<file path="config.mk">
export PLATFORM = sky130hd
export DESIGN_NAME = i2c_selfaddr_slave
export DESIGN_NICKNAME = d
export VERILOG_FILES = /design/src/rtl/i2cs_pkg.sv /design/src/rtl/i2cs_linemon.sv /design/src/rtl/i2cs_selfaddr.sv /design/src/rtl/i2c_selfaddr_slave.sv
export SDC_FILE = /design/constraint.sdc
export NUM_CORES = 1
export LEC_CHECK = 0
export ABC_AREA = 1
export ABC_CLOCK_PERIOD_IN_PS = 2600
export BUFFER_PORTS_ARGS = -buffer_cell sky130_fd_sc_hd__buf_2
export CORE_ASPECT_RATIO = 0.6
export CORE_MARGIN = 5
export CORE_UTILIZATION = 59
export CTS_BUF_LIST = sky130_fd_sc_hd__clkbuf_8
export DETAILED_ROUTE_END_ITERATION = 8
export GPL_ROUTABILITY_DRIVEN = 1
export PLACE_DENSITY = 0.86
export RECOVER_POWER = 50
export SLEW_MARGIN = 20
export SYNTH_ARGS = -nofsm -noshare
export SYNTH_HDL_FRONTEND = slang
export SYNTH_SLANG_ARGS = --single-unit
export TNS_END_PERCENT = 50
</file>
<file path="constraint.sdc">
create_clock -name clk -period 2.6 [get_ports clk]
set_clock_uncertainty 0.1 [all_clocks]
set_input_delay 0.52 -clock clk [delete_from_list [all_inputs] [get_ports clk]]
set_output_delay 0.52 -clock clk [all_outputs]
set_load 0.005 [all_outputs]
</file>
<file path="src/rtl/i2cs_pkg.sv">
package i2cs_pkg;

    localparam int DEV_W   = 7;
    localparam int BYTE_W  = 8;
    localparam int BITS_W  = $clog2(BYTE_W + 1);
    localparam int LO_W    = 2;

    localparam logic [BYTE_W-1:0] SELF_ADDR_REG = 8'h2D;

    typedef enum logic [2:0] {
        PH_IDLE,
        PH_ADDR,
        PH_CMD,
        PH_WDATA,
        PH_RDATA,
        PH_IGNORE
    } phase_t;

    typedef struct packed {
        logic scl_rise;
        logic scl_fall;
        logic start;
        logic stop;
        logic sda;
    } line_ev_t;

    function automatic logic [DEV_W-1:0] dev_from_lo(input logic [LO_W-1:0] lo);
        return {{(DEV_W-LO_W){1'b0}}, lo};
    endfunction

endpackage

</file>
<file path="src/rtl/i2cs_linemon.sv">
module i2cs_linemon
    import i2cs_pkg::*;
#(
    parameter int SYNC_STAGES = 2
) (
    input  logic     clk,
    input  logic     rst,
    input  logic     scl_in,
    input  logic     sda_in,
    output line_ev_t ev
);
    logic [SYNC_STAGES-1:0] scl_sh, sda_sh;
    logic scl_d, sda_d;
    logic scl_s, sda_s;

    assign scl_s = scl_sh[SYNC_STAGES-1];
    assign sda_s = sda_sh[SYNC_STAGES-1];

    generate
        if (SYNC_STAGES == 1) begin : g_one
            always_ff @(posedge clk) begin
                if (rst) begin
                    scl_sh <= '1;
                    sda_sh <= '1;
                end else begin
                    scl_sh <= scl_in;
                    sda_sh <= sda_in;
                end
            end
        end else begin : g_chain
            always_ff @(posedge clk) begin
                if (rst) begin
                    scl_sh <= '1;
                    sda_sh <= '1;
                end else begin
                    scl_sh <= {scl_sh[SYNC_STAGES-2:0], scl_in};
                    sda_sh <= {sda_sh[SYNC_STAGES-2:0], sda_in};
                end
            end
        end
    endgenerate

    always_ff @(posedge clk) begin
        if (rst) begin
            scl_d <= 1'b1;
            sda_d <= 1'b1;
        end else begin
            scl_d <= scl_s;
            sda_d <= sda_s;
        end
    end

    always_comb begin
        ev.scl_rise = scl_s & ~scl_d;
        ev.scl_fall = ~scl_s & scl_d;
        ev.start    = scl_s & scl_d & sda_d & ~sda_s;
        ev.stop     = scl_s & scl_d & ~sda_d & sda_s;
        ev.sda      = sda_s;
    end

endmodule

</file>
<file path="src/rtl/i2cs_selfaddr.sv">
module i2cs_selfaddr
    import i2cs_pkg::*;
(
    input  logic             clk,
    input  logic             rst,
    input  logic             load,
    input  logic             use_keys,
    input  logic [LO_W-1:0]  key_lvl,
    output logic [DEV_W-1:0] dev
);
    logic [LO_W-1:0] lo_q;

    always_ff @(posedge clk) begin
        if (rst)       lo_q <= '0;
        else if (load) lo_q <= use_keys ? key_lvl : '0;
    end

    assign dev = dev_from_lo(lo_q);

    // the address only moves on a self-address write
    assert_addr_hold_R4: assert property (@(posedge clk) disable iff (rst)
        !load |=> $stable(dev));

    // a write with bit 0 set takes the keys seen in that cycle
    assert_addr_from_keys_R3: assert property (@(posedge clk) disable iff (rst)
        (load && use_keys) |=> (dev == dev_from_lo($past(key_lvl))));

endmodule

</file>
<file path="src/rtl/i2c_selfaddr_slave.sv">
module i2c_selfaddr_slave
    import i2cs_pkg::*;
#(
    parameter int SYNC_STAGES = 2
) (
    input  logic       clk,
    input  logic       rst,
    input  logic       scl_in,
    input  logic       sda_in,
    input  logic [1:0] key_lvl,
    output logic       sda_oe,
    output logic       reg_wr,
    output logic [7:0] reg_addr,
    output logic [7:0] reg_wdata,
    output logic       reg_rd,
    input  logic [7:0] reg_rdata
);
    line_ev_t ev;
    phase_t   phase;
    logic              in_ack, rw, mnack, oe_q;
    logic [BITS_W-1:0] bitcnt;
    logic [BYTE_W-1:0] shreg, ptr, byte_in;
    logic [DEV_W-1:0]  dev;
    logic              receiving, last_rise, self_load;

    i2cs_linemon #(.SYNC_STAGES(SYNC_STAGES)) u_lines (
        .clk(clk), .rst(rst), .scl_in(scl_in), .sda_in(sda_in), .ev(ev)
    );

    assign byte_in   = {shreg[BYTE_W-2:0], ev.sda};
    assign receiving = (phase == PH_ADDR) || (phase == PH_CMD) || (phase == PH_WDATA);
    assign last_rise = ev.scl_rise && !in_ack && receiving && (bitcnt == BITS_W'(BYTE_W-1));

    assign reg_wr    = last_rise && (phase == PH_WDATA);
    assign reg_wdata = byte_in;
    assign reg_addr  = ptr;
    assign reg_rd    = ev.scl_fall && in_ack &&
                       (((phase == PH_ADDR) && rw) || ((phase == PH_RDATA) && !mnack));
    assign self_load = reg_wr && (ptr == SELF_ADDR_REG);
    assign sda_oe    = oe_q;

    i2cs_selfaddr u_addr (
        .clk(clk), .rst(rst), .load(self_load), .use_keys(byte_in[0]),
        .key_lvl(key_lvl), .dev(dev)
    );

    always_ff @(posedge clk) begin
        if (rst) begin
            phase  <= PH_IDLE;
            in_ack <= 1'b0;
            rw     <= 1'b0;
            mnack  <= 1'b0;
            oe_q   <= 1'b0;
            bitcnt <= '0;
            shreg  <= '0;
            ptr    <= '0;
        end else if (ev.start) begin
            phase  <= PH_ADDR;
            in_ack <= 1'b0;
            bitcnt <= '0;
            oe_q   <= 1'b0;
        end else if (ev.stop) begin
            phase  <= PH_IDLE;
            in_ack <= 1'b0;
            bitcnt <= '0;
            oe_q   <= 1'b0;
        end else if (ev.scl_rise) begin
            if (in_ack) begin
                if (phase == PH_RDATA) mnack <= ev.sda;
            end else if (receiving) begin
                shreg  <= byte_in;
                bitcnt <= bitcnt + 1'b1;
                if (last_rise) begin
                    unique case (phase)
                        PH_ADDR:  if (byte_in[BYTE_W-1:1] == dev) rw <= byte_in[0];
                                  else phase <= PH_IGNORE;
                        PH_CMD:   ptr <= byte_in;
                        default:  ptr <= ptr + 1'b1;
                    endcase
                end
            end else if (phase == PH_RDATA) begin
                bitcnt <= bitcnt + 1'b1;
            end
        end else if (ev.scl_fall) begin
            if (in_ack) begin
                in_ack <= 1'b0;
                bitcnt <= '0;
                if (reg_rd) begin
                    phase <= PH_RDATA;
                    shreg <= reg_rdata;
                    ptr   <= ptr + 1'b1;
                    oe_q  <= ~reg_rdata[BYTE_W-1];
                end else begin
                    oe_q <= 1'b0;
                    case (phase)
                        PH_ADDR, PH_CMD, PH_WDATA: phase <= PH_WDATA;
                        PH_RDATA:                  phase <= PH_IGNORE;
                        default:                   phase <= phase;
                    endcase
                    if (phase == PH_ADDR) phase <= PH_CMD;
                end
            end else if ((bitcnt == BITS_W'(BYTE_W)) && (receiving || phase == PH_RDATA)) begin
                in_ack <= 1'b1;
                oe_q   <= receiving;
            end else if ((phase == PH_RDATA) && (bitcnt != '0)) begin
                oe_q <= ~shreg[3'd7 - bitcnt[2:0]];
            end
        end
    end

    assert_idle_release_R10: assert property (@(posedge clk) disable iff (rst)
        (phase == PH_IDLE || phase == PH_IGNORE) |-> !sda_oe);

    assert_stop_release_R10: assert property (@(posedge clk) disable iff (rst)
        ev.stop |=> !sda_oe);

    assert_wr_ptr_step_R5: assert property (@(posedge clk) disable iff (rst)
        reg_wr |=> (reg_addr == $past(reg_addr) + 8'd1));

    assert_rd_ptr_step_R7: assert property (@(posedge clk) disable iff (rst)
        reg_rd |=> (reg_addr == $past(reg_addr) + 8'd1));

    assert_one_strobe_R5: assert property (@(posedge clk) disable iff (rst)
        !(reg_wr && reg_rd));

    assert_ack_low_R8: assert property (@(posedge clk) disable iff (rst)
        (in_ack && receiving) |-> sda_oe);

endmodule

</file>
==> metrics.yaml, run 1 <==
synth:
  avgSynthCellArea_um2: 6.776
  ys_types: 32
  yosysTopAreaCell: "dfxtp_1"
  ys_seq_elements: 35
  ys_top_cells_by_area: "dfxtp_1 (32%), nand2_1 (9.8%), o21ai_0 (7.5%)"
  ys_warn_count: 0
  syn_nets: 352
  ys_seq_area_frac: 0.3162
  syn_area_mm2: 0.002216
  synth_top_area_share: 0.3162
  syn_inst: 327
cells_and_area:
  nFillCells: 325
  antenna_cells: 0
  fin_area_mm2: 0.002451
  areaGrowthSynthToFinish_pct: 10.62
  multiInputGateArea_mm2: 0.001234
  final_cells: 399
  final_core_util: 0.6739
  seqCellArea_um2: 700.7
  drive_above_1_share: 0.1818
  nets: 376
drt:
  num_vias: 2195
  drc: 0
  vias_per_cell: 5.501
  final_antenna_net_count: 0
  dr.pass1.iters: 5
  drt_iter0_drc: 210
  wire_per_inst_um: 13.72
  wl_mm: 5.473
setup_path:
  crit_arrival_ps: 1740
  cp.required_ps: 1980
  slowest_stage: "dfxtp_1"
  cp_max_fo: 8
  reg2reg_from: "u_lines.scl_d"
  cp_cell_sequence: "inv_1 -> ha_4 -> ha_1 -> nand2_1 -> nor2_1 -> nand2_1 -> nor2_1 -> buf_2"
  reg2reg_slack_ps: 430
  max_stage_delay_ps: 340
  startpoint_type: "flip-flop"
  crit_start: "u_lines.scl_d"
  crit_path_end_kind: "output port"
  setup.worst_path.class: "reg2out"
timing:
  rsz0062_at_grt: "false"
  drv_slew: 0
  setup_ws_ps: 235.9
  hold_ws_ps: 295.9
  min_period_ps: 2364
  setup-violations-final: 0
  maxSlewHeadroom: 0.5696
  period_share: 0.9093
  fin_setup_tns_ps: 0
  fmax_mhz: 423.0
  worst_pin_slew_ps: 644.9
  hold_viol: 0
placement:
  dp.cells: 391
  io_buffers: 32
  placedInstanceArea_mm2: 0.002333
  place_ws_ps: 266.8
  place_hpwl_mm: 4.178
  gp_congestion: 0.9347
global_routing:
  grt_pass1_vias: 1933
  track_usage: 0.2218
  grt-ovfl-total: 0
  antenna_found_initial: 0
  grt_pass1_wl_mm: 8.769
  grt_max_degree: 21
power_and_ir_drop:
  peakVddDrop_mv: 0.3480
  p_total_mw: 1.145
  power_density_mw_per_mm2: 467.1
  leakage_nw: 1.206
hold_path:
  min_path_type: "in2reg"
  hp-start: "sda_in"
floorplanning:
  die_h_um: 57.47
  core_area_mm2: 0.003637
  fp-row-count: 17
  initial_utilization: 0.6092
  dieArea_mm2: 0.005121
  ios: 33
  die-width_um: 89.12
cts:
  cts.clk_slew.worst_paths_ps: 70
  cts_root_buffer: "clkbuf_8"
  clkLatencyLatePin_ps: 300
  cts_tree: "yes"
  cts.path.max_buffers: 2
  post_cts_buffers: 0
  cts.sinks: 35
  htree_levels: 2
  cts_buffers: 5
status:
  status: "complete, no violations"
job:
  cap_viol_max_count: 0
[logic make-up (layout without fill, tap and decap cells)]
| group | Yosys count | in the layout | synth area share |
|---|---|---|---|
| compound gates | 74 | 74 | 0.1790 |
| xor+xnor | 1 | 1 | 0.003953 |
| fa+ha+maj | 11 | 11 | 0.06211 |
| buf+inv | 64 | 89 | 0.1304 |
| flops | 35 | 35 | 0.3162 |
| simple gates | 142 | 142 | 0.3083 |
[cell usage after synthesis]
master and instances:
clkbuf_1 3, inv_2 5, xnor2_1 1, dfxtp_1 35, nand3_2 1, nand3_1 17, or2_2 4, nand2_1 58
nor2_4 2, nand4_2 1, a21oi_2 2, o21ai_2 3, nand4_1 5, nor3_1 4, nand2_2 4, buf_2 3
a21oi_1 27, o21ai_1 5, nor3b_1 2, nand3b_1 2, nor3_2 2, o21ai_0 33, buf_4 8, o22ai_1 2
nand2_4 1, nor2_2 5, nor2_1 33, ha_1 11, inv_1 43, a211oi_1 2, nand3_4 1, buf_6 2
[critical path, delay by kind of cell (launching register included)]
family                     cells  cell delay (ps)
and+or+nand+nor                4              480
adders and majority gates      2              370
DFF                            1              340
buffers and inverters          2              260
[placed cells by master (no fill, tap or decap), drive strengths merged]
cell    netlist  layout
nand2        63      63
inv          48      48
o21ai        41      41
nor2         40      40
dfxtp        35      35
a21oi        29      29
buf          13      27
nand3        19      19
clkbuf        3      12
ha           11      11
nand4         6       6
nor3          6       6
or2           4       4
nand3b        2       2
o22ai         2       2
nor3b         2       2
a211oi        2       2
xnor2         1       1
clkinv        0       1
bufinv        0       1
[power by group]
part           leakage (nW)  internal [mW]  switching (mW)  total (mW)
Sequential            0.283          0.542         0.00588       0.548
Combinational         0.861         0.0316          0.0537      0.0852
Clock                0.0612          0.310           0.202       0.512
Total                  1.21          0.884           0.261        1.15
[what timing repair did]
action                                  CTS  global route
endpoints found under the setup margin    0             3
resized for setup                         0             2
hold buffers                              0             0
[sequential cells by signal, summed over array words and instances (netlist names), 2 cells and up]
register        cells
bitcnt              4
u_addr.lo_q         2
u_lines.sda_sh      2
shreg               8
reg_addr            8
phase               3
u_lines.scl_sh      2
[path summary, 6_finish.rpt]
check | end | cells past startpoint
max | reg_wr | 8
min | u_lines.sda_sh[0] | 2
min reg2reg | u_lines.sda_sh[1] | 1
max reg2reg | reg_addr[6] | 13
[final cells by class]
class,count,share of cell area
multi-input combinational,228,0.5033
sequential,35,0.2859
inverter,48,0.07351
timing repair buffer,33,0.06534
clock buffer,6,0.03369
tap,47,0.02399
clock inverter,2,0.01429
[routing by layer]
| metal | global-route usage | share of wire | vias to the layer above |
|---|---|---|---|
| li1 | - | - | 1096 |
| met1 | 0.3279 | 0.47 | 983 |
| met2 | 0.3001 | 0.42 | 104 |
| met3 | 0.07937 | 0.098 | 12 |
| met4 | 0.05945 | 0.014 | 0 |
| met5 | 0 | 0 | - |
Power figures use the tool's default switching activity.
==> inputs of run 2 (changes only) <==
--- a/config.mk
+++ b/config.mk
@@ -8,7 +8,7 @@
 export ABC_AREA = 1
 export ABC_CLOCK_PERIOD_IN_PS = 2600
 export BUFFER_PORTS_ARGS = -buffer_cell sky130_fd_sc_hd__buf_2
-export CORE_ASPECT_RATIO = 0.6
+export CORE_ASPECT_RATIO = 0.9
 export CORE_MARGIN = 5
 export CORE_UTILIZATION = 59
 export CTS_BUF_LIST = sky130_fd_sc_hd__clkbuf_8
==> run 2 against run 1 <==
Count of clock-buffer cells in the layout fell by 1. Sequential power is essentially flat. Critical path depth is the same. Highest routed layer unchanged. Design area decreased by 1.4%. Cell count down 0.50%.
==> metrics.yaml, run 2 (synthesis results as in run 1) <==
cells_and_area:
  layout_common_cells: "nand2_1 (58), inv_1 (45), nor2_1 (35), dfxtp_1 (35), o21ai_0 (33)"  # was nand2_1 (58), inv_1 (44), nor2_1 (35), dfxtp_1 (35), o21ai_0 (33)
  seqCellArea_um2: 700.7  # unchanged
  multiInputGateArea_mm2: 0.001221  # was 0.001234 mm^2
  final_core_util: 0.6571  # was 0.6739
  nFillCells: 345  # was 325
  final_cells: 397  # was 399
  drive_above_1_share: 0.1624  # was 0.1818
  nets: 376  # unchanged
  final_common_cell: "nand2_1"  # unchanged
  antenna_cells: 0  # unchanged
  areaGrowthSynthToFinish_pct: 9.091  # was 10.62%
timing:
  period_share: 0.9658  # was 0.9093
  drv_slew: 0  # unchanged
  fmax_mhz: 398.2  # was 423.0 MHz
  hold_viol: 0  # unchanged
  worst_pin_slew_ps: 603.9  # was 644.9 ps
  fin_setup_tns_ps: 0  # unchanged
  rsz0062_at_grt: "false"  # unchanged
  hold_ws_ps: 308.2  # was 295.9 ps
  maxSlewHeadroom: 0.5970  # was 0.5696
  setup-violations-final: 0  # unchanged
  setup_ws_ps: 88.99  # was 235.9 ps
  min_period_ps: 2511  # was 2364 ps
cts:
  cts_root_buffer: "clkbuf_8"  # unchanged
  post_cts_buffers: 0  # unchanged
  cts.clk_slew.worst_paths_ps: 70  # about the same
  cts.sinks: 35  # unchanged
  clkLatencyLatePin_ps: 290  # was 300 ps
  cts.path.max_buffers: 2  # unchanged
  cts-resized-gates: 0  # unchanged
  cts_buffers: 5  # unchanged
  ctsHoldBuffers: 0  # unchanged
  cts_tree: "yes"  # unchanged
  htree_levels: 2  # unchanged
global_routing:
  grt-ovfl-total: 0  # unchanged
  grt_pass1_vias: 1868  # was 1933
  grt_pass1_wl_mm: 8.383  # was 8.769 mm
  antenna_found_initial: 0  # unchanged
  grt_max_degree: 21  # unchanged
  track_usage: 0.2143  # was 0.2218
setup_path:
  crit_path_end_kind: "output port"  # unchanged
  reg2reg_slack_ps: 330  # was 430 ps
  cp.required_ps: 1980  # about the same
  crit_arrival_ps: 1890  # was 1740 ps
  cp_max_fo: 8  # unchanged
  rr_worst_depth: 14  # was 13
  setup.worst_path.class: "reg2out"  # unchanged
  startpoint_type: "flip-flop"  # unchanged
floorplanning:
  initial_utilization: 0.6024  # was 0.6092
  core_area_mm2: 0.003679  # was 0.003637 mm^2
  dieArea_mm2: 0.005083  # was 0.005121 mm^2
  die-width_um: 74.60  # was 89.12 um
  ios: 33  # unchanged
  fp-row-count: 21  # was 17
  die_h_um: 68.14  # was 57.47 um
placement:
  place_ws_ps: 378.3  # was 266.8 ps
  io_buffers: 32  # unchanged
  place_hpwl_mm: 3.793  # was 4.178 mm
  gp_congestion: 0.8860  # was 0.9347
  dp.cells: 390  # was 391
hold_path:
  min_path_cells: 1  # was 2
  min_path_type: "reg2reg"  # was in2reg
drt:
  drc: 0  # unchanged
  dr.pass1.iters: 4  # was 5
  num_vias: 2130  # was 2195
  wl_mm: 4.965  # was 5.473 mm
  drt_iter0_drc: 154  # was 210
  final_antenna_net_count: 0  # unchanged
  vias_per_cell: 5.365  # was 5.501
  wire_per_inst_um: 12.51  # was 13.72 um
power_and_ir_drop:
  power_density_mw_per_mm2: 455.0  # was 467.1 mW/mm^2
  peakVddDrop_mv: 0.3716  # was 0.3480 mV
  leakage_nw: 1.182  # was 1.206 nW
status:
  status: "complete, no violations"  # unchanged
job:
  cap_viol_max_count: 0  # unchanged
[run 2: final cells by class]
class	instances	area share
Multi-Input combinational cell	228	0.5052
Clock inverter	2	0.01398
Tap cell	46	0.02381
Timing Repair Buffer	33	0.06418
Sequential cell	35	0.2899
Inverter	48	0.07453
Clock buffer	5	0.02847
[run 2: worst max-delay path: stages, from the launching register on]
cell and delay (ps):
dfxtp_1 340, inv_1 70, ha_1 350, ha_1 220
nand2_1 50, nor2_1 130, nand2_1 80, nor2_1 200
buf_2 160
[run 2: per-layer routing]
layer	GRT usage	wire, um	vias to the layer above
met5	0	0	-
met1	0.2804	2253	964
met4	0.1022	131	0
li1	-	-	1096
met2	0.3377	2307	55
met3	0.04258	272	15
[run 2: worst paths after layout]
check / from / to
min: u_lines.sda_sh[0] / u_lines.sda_sh[1]
min reg2reg: u_lines.sda_sh[0] / u_lines.sda_sh[1]
max reg2reg: u_lines.scl_d / reg_addr[7]
max: u_lines.scl_d / reg_wr
[run 2: where the power goes]
part           switching (mW)  total (mW)  leakage, nW  internal [mW]
sequential            0.00611       0.548        0.283          0.542
combinational          0.0519      0.0819        0.843         0.0300
clock                   0.193       0.470       0.0554          0.277
total                   0.251        1.10         1.18          0.849
[run 2: stage by stage]
| stage | power (mW) | area, um^2 |
|---|---|---|
| floorplan | 0.6191 | 2216 |
| global placement | 0.6406 | 2332 |
| detailed placement | 0.6424 | 2332 |
| CTS | 1.107 | 2435 |
| global route | 1.140 | 2417 |
| finish | 1.100 | 2417 |
==> inputs of run 3 (changes only) <==
--- a/config.mk
+++ b/config.mk
@@ -10,11 +10,10 @@
 export BUFFER_PORTS_ARGS = -buffer_cell sky130_fd_sc_hd__buf_2
 export CORE_ASPECT_RATIO = 0.9
 export CORE_MARGIN = 5
-export CORE_UTILIZATION = 59
+export CORE_UTILIZATION = 50
 export CTS_BUF_LIST = sky130_fd_sc_hd__clkbuf_8
 export DETAILED_ROUTE_END_ITERATION = 8
-export GPL_ROUTABILITY_DRIVEN = 1
-export PLACE_DENSITY = 0.86
+export PLACE_DENSITY = 0.75
 export RECOVER_POWER = 50
 export SLEW_MARGIN = 20
 export SYNTH_ARGS = -nofsm -noshare
==> run 3 against run 2 <==
Sequential share of layout area down 0.49 points. Via count down 2.5%. Critical path depth unchanged. Maximum frequency up 5.9%.
==> metrics.yaml, run 3 (synthesis results as in run 1) <==
status:
  status: "complete, no violations"  # unchanged
setup_path:
  crit_path_end_kind: "output port"  # unchanged
  reg2reg_slack_ps: 440  # was 330 ps
  cp_max_fo: 8  # unchanged
  cp.required_ps: 1980  # about the same
  path_buf_inv: 2  # unchanged
  max_stage_delay_ps: 350  # about the same
  slowest_stage: "dfxtp_1"  # was ha_1
  crit_cells: 8  # unchanged
  crit_family: "simple AND/OR/NAND/NOR gates"  # was adder cells
  crit_arrival_ps: 1750  # was 1890 ps
  setup.worst_path.class: "reg2out"  # unchanged
  rr_worst_depth: 14  # unchanged
  startpoint_type: "flip-flop"  # unchanged
  cp_cell_sequence: "inv_1 -> ha_2 -> ha_1 -> nand2_1 -> nor2_1 -> nand2_1 -> nor2_1 -> buf_2"  # was inv_1 -> ha_1 -> ha_1 -> nand2_1 -> nor2_1 -> nand2_1 -> nor2_1 -> buf_2
cells_and_area:
  areaGrowthSynthToFinish_pct: 10.95  # was 9.091%
  fin_area_mm2: 0.002459  # was 0.002417 mm^2
  layout_common_cells: "nand2_1 (58), inv_1 (44), nor2_1 (35), dfxtp_1 (35), o21ai_0 (33)"  # was nand2_1 (58), inv_1 (45), nor2_1 (35), dfxtp_1 (35), o21ai_0 (33)
  nFillCells: 464  # was 345
  nets: 376  # unchanged
  seqCellArea_um2: 700.7  # unchanged
  antenna_cells: 0  # unchanged
  drive_above_1_share: 0.1790  # was 0.1624
  final_cells: 414  # was 397
  final_common_cell: "nand2_1"  # unchanged
  multiInputGateArea_mm2: 0.001224  # was 0.001221 mm^2
global_routing:
  grt_max_degree: 21  # unchanged
  grt_use_met1: 0.2434  # was 0.2804
  met3_usage: 0.04691  # was 0.04258
  grt_pass1_vias: 1908  # was 1868
  grt_use_met2: 0.2923  # was 0.3377
  grt-ovfl-total: 0  # unchanged
  grt-busiest-layer: "met2"  # unchanged
  grt_pass1_wl_mm: 8.459  # was 8.383 mm
  antenna_found_initial: 0  # unchanged
  track_usage: 0.1826  # was 0.2143
timing:
  worst_pin_slew_ps: 657.4  # was 603.9 ps
  setup-violations-final: 0  # unchanged
  rsz0062_at_grt: "false"  # unchanged
  maxSlewHeadroom: 0.5613  # was 0.5970
  hold_viol: 0  # unchanged
  drv_slew: 0  # unchanged
  period_share: 0.9116  # was 0.9658
  fin_setup_tns_ps: 0  # unchanged
  fmax_mhz: 421.9  # was 398.2 MHz
  min_period_ps: 2370  # was 2511 ps
cts:
  cts_tree: "yes"  # unchanged
  cts.sinks: 35  # unchanged
  htree_levels: 2  # unchanged
  ctsHoldBuffers: 0  # unchanged
  cts_buffers: 5  # unchanged
  cts.path.max_buffers: 2  # unchanged
  post_cts_buffers: 0  # unchanged
  clkLatencyLatePin_ps: 290  # about the same
  cts-resized-gates: 0  # unchanged
  cts.clk_slew.worst_paths_ps: 70  # about the same
  cts_root_buffer: "clkbuf_8"  # unchanged
drt:
  drc: 0  # unchanged
  wl_mm: 5.088  # was 4.965 mm
  final_antenna_net_count: 0  # unchanged
  num_vias: 2077  # was 2130
  drt_iter0_drc: 104  # was 154
  vias_per_cell: 5.017  # was 5.365
  dr.pass1.iters: 4  # unchanged
  wire_per_inst_um: 12.29  # was 12.51 um
placement:
  io_buffers: 32  # unchanged
  dp.cells: 406  # was 390
  gp_congestion: 0.8723  # was 0.8860
  place_hpwl_mm: 3.916  # was 3.793 mm
  placedInstanceArea_mm2: 0.002352  # was 0.002332 mm^2
floorplanning:
  dieArea_mm2: 0.005865  # was 0.005083 mm^2
  fp-row-count: 23  # was 21
  core_area_mm2: 0.004374  # was 0.003679 mm^2
  initial_utilization: 0.5066  # was 0.6024
  die-width_um: 80.17  # was 74.60 um
  ios: 33  # unchanged
  die_h_um: 73.16  # was 68.14 um
power_and_ir_drop:
  leakage_nw: 1.200  # was 1.182 nW
  peakVddDrop_mv: 0.3469  # was 0.3716 mV
  p_total_mw: 1.140  # was 1.100 mW
  power_density_mw_per_mm2: 463.5  # was 455.0 mW/mm^2
hold_path:
  min_path_type: "reg2reg"  # unchanged
  min_path_cells: 1  # unchanged
job:
  cap_viol_max_count: 0  # unchanged
==> run 3: cell types whose count changed in the layout (fill, tap and decap cells not counted) <==
cell and delta:
clkinv_2 +1, buf_2 +3, clkbuf_1 -3, ha_2 +1
ha_1 -1, inv_1 -1, clkbuf_8 +1
==> run 3: area by class of cell <==
| type | count | share of cell area |
|---|---|---|
| sequential | 35 | 0.2850 |
| multi-input combinational | 228 | 0.4977 |
| inverter | 48 | 0.07328 |
| timing repair buffer | 33 | 0.06463 |
| clock inverter | 2 | 0.01425 |
| tap | 62 | 0.03155 |
| clock buffer | 6 | 0.03359 |
==> run 3: final timing paths <==
kind / start / end
min reg2reg: u_lines.sda_sh[0] / u_lines.sda_sh[1]
max reg2reg: u_lines.scl_d / reg_addr[7]
max: u_lines.scl_d / reg_wr
min: u_lines.sda_sh[0] / u_lines.sda_sh[1]
==> run 3: per-layer routing <==
layer,share of wire,wire length [um]
met2,0.47,2374
met4,0.0065,33
met3,0.056,286
met5,0,0
met1,0.47,2394
==> run 3: worst reg2reg max path: cells and delay by family (launching register included) <==
kind                     cells  cell delay, ps
flip-flops                   1             350
AND/OR/NAND/NOR             10             910
adder cells (fa/ha/maj)      2             440
buffers and inverters        2             270
==> run 3: metrics by stage <==
step                      hold slack (ps)  setup slack (ps)  utilization
after floorplan                     289.5             396.3            -
after global placement              289.8             438.7       0.5378
after detailed placement            298.0             359.6       0.5378
after CTS                           311.9             125.4       0.5646
after global routing                317.0             85.59       0.5621
final                               312.9             229.8       0.5621
==> run 3: report_power, final <==
group	leakage, nW	internal (mW)	switching, mW
clock network	0.0612	0.310	0.199
registers	0.283	0.542	0.00625
logic	0.855	0.0301	0.0522
total	1.20	0.882	0.257
